**src/rtl/btt_pkg.sv**
```systemverilog
package btt_pkg;
  typedef enum logic [1:0] {
    ACT_NONE   = 2'd0,
    ACT_ALLOC  = 2'd1,
    ACT_UPDATE = 2'd2
  } btt_act_e;
endpackage

```
**src/rtl/btt_store.sv**
```systemverilog
module btt_store #(
  parameter int ADDR_W = 32,
  parameter int IDX_W  = 4,
  parameter int TAG_W  = ADDR_W - IDX_W - 2
) (
  input  logic              clk,
  input  logic              rst,
  input  logic [IDX_W-1:0]  a_idx,
  output logic              a_valid,
  output logic [TAG_W-1:0]  a_tag,
  output logic              a_hist,
  output logic [ADDR_W-1:0] a_tgt,
  input  logic [IDX_W-1:0]  b_idx,
  output logic              b_valid,
  output logic [TAG_W-1:0]  b_tag,
  output logic              b_hist,
  output logic [ADDR_W-1:0] b_tgt,
  input  logic              wr_en,
  input  logic              wr_tgt_en,
  input  logic [IDX_W-1:0]  wr_idx,
  input  logic [TAG_W-1:0]  wr_tag,
  input  logic              wr_hist,
  input  logic [ADDR_W-1:0] wr_tgt
);
  localparam int ENTRIES = 1 << IDX_W;

  logic [ENTRIES-1:0] valid_q;
  logic [TAG_W-1:0]   tag_mem  [ENTRIES];
  logic               hist_mem [ENTRIES];
  logic [ADDR_W-1:0]  tgt_mem  [ENTRIES];

  always_ff @(posedge clk) begin
    if (rst) valid_q <= '0;
    else if (wr_en) valid_q[wr_idx] <= 1'b1;
  end

  always_ff @(posedge clk) begin
    if (wr_en) begin
      tag_mem[wr_idx]  <= wr_tag;
      hist_mem[wr_idx] <= wr_hist;
    end
    if (wr_en && wr_tgt_en) tgt_mem[wr_idx] <= wr_tgt;
  end

  assign a_valid = valid_q[a_idx];
  assign a_tag   = tag_mem[a_idx];
  assign a_hist  = hist_mem[a_idx];
  assign a_tgt   = tgt_mem[a_idx];
  assign b_valid = valid_q[b_idx];
  assign b_tag   = tag_mem[b_idx];
  assign b_hist  = hist_mem[b_idx];
  assign b_tgt   = tgt_mem[b_idx];
endmodule

```
**src/rtl/btt_lookup.sv**
```systemverilog
module btt_lookup #(
  parameter int ADDR_W = 32,
  parameter int IDX_W  = 4,
  parameter int TAG_W  = ADDR_W - IDX_W - 2
) (
  input  logic [ADDR_W-1:0] pc,
  input  logic              ent_valid,
  input  logic [TAG_W-1:0]  ent_tag,
  input  logic              ent_hist,
  input  logic [ADDR_W-1:0] ent_tgt,
  output logic [IDX_W-1:0]  idx,
  output logic [TAG_W-1:0]  tag,
  output logic              hit,
  output logic              taken,
  output logic [ADDR_W-1:0] next_pc
);
  assign idx     = pc[IDX_W+1:2];
  assign tag     = pc[ADDR_W-1:IDX_W+2];
  assign hit     = ent_valid && (ent_tag == tag);
  assign taken   = hit && ent_hist;
  assign next_pc = taken ? ent_tgt : pc + ADDR_W'(4);
endmodule

```
**src/rtl/btt_update.sv**
```systemverilog
module btt_update
  import btt_pkg::*;
#(
  parameter int ADDR_W = 32
) (
  input  logic              clk,
  input  logic              rst,
  input  logic              res_valid,
  input  logic [ADDR_W-1:0] res_pc,
  input  logic              res_taken,
  input  logic [ADDR_W-1:0] res_target,
  input  logic              res_hit,
  input  logic [ADDR_W-1:0] res_pred_next,
  output logic              wr_en,
  output logic              wr_tgt_en,
  output logic              wr_hist,
  output logic              mispredict
);
  btt_act_e          act;
  logic [ADDR_W-1:0] actual_next;
  logic              mp_q;

  always_comb begin
    act = ACT_NONE;
    if (res_valid) begin
      if (res_hit)        act = ACT_UPDATE;
      else if (res_taken) act = ACT_ALLOC;
    end
  end

  assign wr_en       = (act != ACT_NONE);
  assign wr_tgt_en   = res_taken;
  assign wr_hist     = res_taken;
  assign actual_next = res_taken ? res_target : res_pc + ADDR_W'(4);

  always_ff @(posedge clk) begin
    if (rst) mp_q <= 1'b0;
    else     mp_q <= res_valid && (res_pred_next != actual_next);
  end

  assign mispredict = mp_q;
endmodule

```
**src/rtl/branch_target_table.sv**
```systemverilog
module branch_target_table #(
  parameter int ADDR_W = 32,
  parameter int IDX_W  = 4
) (
  input  logic              clk,
  input  logic              rst,
  input  logic [ADDR_W-1:0] fetch_pc,
  output logic              fetch_hit,
  output logic              fetch_taken,
  output logic [ADDR_W-1:0] fetch_next,
  input  logic              res_valid,
  input  logic [ADDR_W-1:0] res_pc,
  input  logic              res_taken,
  input  logic [ADDR_W-1:0] res_target,
  output logic              mispredict
);
  localparam int TAG_W = ADDR_W - IDX_W - 2;

  logic [IDX_W-1:0]  f_idx, r_idx;
  logic [TAG_W-1:0]  f_tag, r_tag, fe_tag, re_tag;
  logic              fe_valid, fe_hist, re_valid, re_hist;
  logic [ADDR_W-1:0] fe_tgt, re_tgt;
  logic              r_hit, r_taken;
  logic [ADDR_W-1:0] r_next;
  logic              wr_en, wr_tgt_en, wr_hist;

  btt_lookup #(.ADDR_W(ADDR_W), .IDX_W(IDX_W), .TAG_W(TAG_W)) u_fetch_lk (
    .pc(fetch_pc), .ent_valid(fe_valid), .ent_tag(fe_tag), .ent_hist(fe_hist),
    .ent_tgt(fe_tgt), .idx(f_idx), .tag(f_tag), .hit(fetch_hit),
    .taken(fetch_taken), .next_pc(fetch_next)
  );

  btt_lookup #(.ADDR_W(ADDR_W), .IDX_W(IDX_W), .TAG_W(TAG_W)) u_res_lk (
    .pc(res_pc), .ent_valid(re_valid), .ent_tag(re_tag), .ent_hist(re_hist),
    .ent_tgt(re_tgt), .idx(r_idx), .tag(r_tag), .hit(r_hit),
    .taken(r_taken), .next_pc(r_next)
  );

  btt_store #(.ADDR_W(ADDR_W), .IDX_W(IDX_W), .TAG_W(TAG_W)) u_store (
    .clk(clk), .rst(rst),
    .a_idx(f_idx), .a_valid(fe_valid), .a_tag(fe_tag), .a_hist(fe_hist), .a_tgt(fe_tgt),
    .b_idx(r_idx), .b_valid(re_valid), .b_tag(re_tag), .b_hist(re_hist), .b_tgt(re_tgt),
    .wr_en(wr_en), .wr_tgt_en(wr_tgt_en), .wr_idx(r_idx), .wr_tag(r_tag),
    .wr_hist(wr_hist), .wr_tgt(res_target)
  );

  btt_update #(.ADDR_W(ADDR_W)) u_update (
    .clk(clk), .rst(rst), .res_valid(res_valid), .res_pc(res_pc),
    .res_taken(res_taken), .res_target(res_target), .res_hit(r_hit),
    .res_pred_next(r_next), .wr_en(wr_en), .wr_tgt_en(wr_tgt_en),
    .wr_hist(wr_hist), .mispredict(mispredict)
  );

  logic unused_r_taken;
  assign unused_r_taken = r_taken;
endmodule

```
**config.mk**
```make
export PLATFORM = sky130hd
export DESIGN_NAME = branch_target_table
export DESIGN_NICKNAME = d
export VERILOG_FILES = /design/src/rtl/btt_pkg.sv /design/src/rtl/btt_store.sv /design/src/rtl/btt_lookup.sv /design/src/rtl/btt_update.sv /design/src/rtl/branch_target_table.sv
export SDC_FILE = /design/constraint.sdc
export NUM_CORES = 2
export LEC_CHECK = 0
export BUFFER_PORTS_ARGS = -buffer_cell sky130_fd_sc_hd__buf_2
export CORE_MARGIN = 2
export CORE_UTILIZATION = 57
export DETAILED_ROUTE_END_ITERATION = 12
export GPL_TIMING_DRIVEN = 0
export PLACE_DENSITY = 0.79
export SETUP_SLACK_MARGIN = 0.1
export SYNTH_ARGS = -nofsm -noshare
export SYNTH_HDL_FRONTEND = slang
export SYNTH_SLANG_ARGS = --single-unit
```
**constraint.sdc**
```tcl
create_clock -name clk -period 8.7 [get_ports clk]
set_input_delay 0.87 -clock clk [delete_from_list [all_inputs] [get_ports clk]]
set_output_delay 0.87 -clock clk [all_outputs]
set_load 0.05 [all_outputs]
```
==> results.md <==
- Max Slew Vio Count: 75
- Drc violations: 0
- CP Capture Type: primary output
- Vias in the first global route: 31,400
- Placer Congestion: 1.02
- Cell count after synthesis: around 2,600
- Fraction of layout cells with a size suffix above 1: 33.1%
- RSZ-0062 raised after global routing: false
- Final setup margin: 260 ps
- Die W: 294 µm
- Most used cell, CP: buf_2
- Vias/cell: about 7.9
- Worst path max stage delay: 1030 ps
- Leakage: 0.0176 µW
- Tmin final: 8440 ps
- Routed len/inst: 44.8 µm
- Worst skew pair latency: 700 ps
- Post-Synthesis Net Count: 2,712
- Final setup violation count: 0
- Worst-Margin Slew: 1640 ps
- Most common cell after layout, fill and taps aside: edfxtp_1
- Starting DRT DRC Count: ~6,500
- Post-synth EDFFs: approximately 940
- Maximum VDD drop: 220 µV
- Final WL: 182 mm
- Async set or reset register ratio after synthesis: 0%
- Final Hold Viols: 0
- Reg2reg setup slack: 3320 ps
- Yosys top cell area share: 59.3%
- Arrival time worst endpoint: 7570 ps
- Main synth FF type: edfxtp_1
- Status: finished with violations
- Area Growth Syn to Fin: 13.5%
- Max Cap Viol: 8
- CTS Buf Count: a little under 100
- Synthesized area per cell: 18.3 µm²
- Hold WC Path Type: flop to flop
- Slew margin rel.: -9.31%
- Initial Util: 57.4%
- CTS sink count: 961
- CTS tree: done
- Worst path required time: ~8000 ps
- Core Region: 83,300 µm²
- Dpl ws: 341 ps
- Bufs and invs on worst path: 8
- Clock Skews: 39.4 ps
- Area of placed instances: 50,800 µm²
- Pwr dens: 200 nW/µm²
- DRT Pass-1 Iters: 8
- Die Y: 294 µm
- # IOs: 135
- Die area: 86,200 µm²
- Vias: 32,200
- Total grt overflow: 0
- Commonest cells after routing, fill and taps aside: edfxtp_1 (944), mux4_2 (500), buf_2 (179)
- FMAX: 118 MHz
- CP top delay family: buffers and inverters
- Critical setup path kind: primary input to primary output
- Failing checks: max-capacitance violations, max-slew violations
- Final Cell Area: 54,200 µm²
- Synth area leader: edfxtp_1
- Reg clk slew, reported paths: 70 ps
- Final period utilization: between 90 and 100%
- # port buffers: 130
- Final ANT Viol Nets: 0
- Clk buf depth: 3
- Fin Setup TNS: 0 ps
- Register area share after synthesis: 60.0%
- Nets: 2,993
- Startpoint type of the worst setup path: primary input
- Synth Cell Area: 47,800 µm²
- CTS root buf: clkbuf_16
- CP max stage cell: clkdlybuf4s15_1
- Yosys warning total: 0
- Synth unique cells: 81
- Detail Placement HPWL: 124 mm
- H-tree levels: 3
- Largest net degree at the start of global routing: 26
- Initial antenna violation count: 14
- Worst-path cell chain: buf_2 -> clkbuf_1 -> clkbuf_1 -> buf_2 -> clkdlybuf4s15_1 -> mux4_2 -> mux4_2 -> xnor2_1 -> nand3_1 -> nor4_4 -> and2_1 -> buf_4 -> buf_2 -> nand2_1 -> o21ai_0 -> buf_2
- Rows: 106
- Top post-synthesis cells by area: edfxtp_1 (59%), mux4_2 (24%), mux2i_1 (2.7%)
- First-pass GRT wire length: 246 mm
- Total power: 10,800 µW
- #FFs+latches synth: just under 1,000
- GRT Total Usage: between 40% and 50%
- Crit-path max FO: 10
## cell families after synthesis
kind of cell               after synthesis  synth area share (%)
DFF                                    961                  60.0
buffers and inverters                  225                  2.43
xor gates and xnor gates               168                  3.28
adders and majority gates                5                 0.131
muxes                                  642                  26.6
AOI/OAI and AO/OA                      259                  3.82
and+or+nand+nor                        347                  3.72
## where the power goes
| group | leakage [µW] | total, µW | internal, µW | switching (µW) |
|---|---|---|---|---|
| clock | 0.00165 | 4470 | 2600 | 1870 |
| combinational | 0.00728 | 1230 | 444 | 786 |
| sequential | 0.00864 | 5150 | 5130 | 20.3 |
## metrics by stage
step | instances | hold WS [ps] | utilization [%]
detailed placement | 3866 | 489 | 61.0
global placement | 3817 | 466 | 59.8
finish | 4060 | 510 | 65.1
floorplan | 2607 | 448 | -
CTS | 4048 | 507 | 65.0
global route | 4050 | 521 | 65.1
## registers in the layout, indices dropped and copies added, names as in the netlist
signal	count
u_store.hist_mem	16
u_store.tgt_mem	512
u_store.tag_mem	416
u_store.valid_q	16
u_update.mispredict	1
## cell usage after synthesis (all sizes together) (7+ instances only)
cell type / instances
inv: 24
xnor2: 105
edfxtp: 944
nor3: 29
o31ai: 9
nand4: 24
clkbuf: 85
xor2: 56
o21ai: 57
a221oi: 18
and4: 7
a21oi: 29
mux4: 500
a22o: 19
nand3: 39
a22oi: 54
mux2: 15
and2: 11
o22ai: 16
nand2: 92
and3: 26
mux2i: 127
buf: 115
nor2: 67
dfxtp: 17
nor4: 12
nand2b: 7
## final cells by class
| cell class | count | area, µm² |
|---|---|---|
| inverter | 25 | 93.8 |
| clock buffer | 115 | 2610 |
| multi-input combinational | 1421 | 18100 |
| fill | 5604 | 29100 |
| buffer | 200 | 1080 |
| sequential | 961 | 28700 |
| tap | 1080 | 1350 |
| timing repair buffer | 180 | 1520 |
| antenna | 11 | 27.5 |
| clock inverter | 67 | 777 |
## tightest hold or removal path: cells and delay by family, from the launching register on
kind | cells | cell delay [ps]
flip-flops | 1 | 350
AND/OR/NAND/NOR | 1 | 70
AO/OA/AOI/OAI | 1 | 50
## final timing paths
kind | start | end | depth (start not counted)
min | u_store.valid_q[2] | u_store.valid_q[2] | 2
max reg2reg | u_store.tag_mem[3][5] | u_store.tgt_mem[7][16] | 12
max | fetch_pc[3] | fetch_next[7] | 16
min reg2reg | u_store.valid_q[2] | u_store.valid_q[2] | 2
## layer usage
metal,wire [µm],global-route usage (%),vias to the layer above,share of wire (%)
met5,73,0,-,0.040
met4,16500,30.8,12,9.1
met3,27900,14.3,860,15
met2,80200,62.1,3442,44
met1,57200,53.1,16200,31
li1,-,-,11600,-
## what timing repair did
item / CTS / global route
endpoints found under the setup margin: 0 / 2
hold buffers: 0 / 0
setup buffers: 0 / 0
gates resized for setup: 0 / 2
Power figures use the tool's default switching activity.
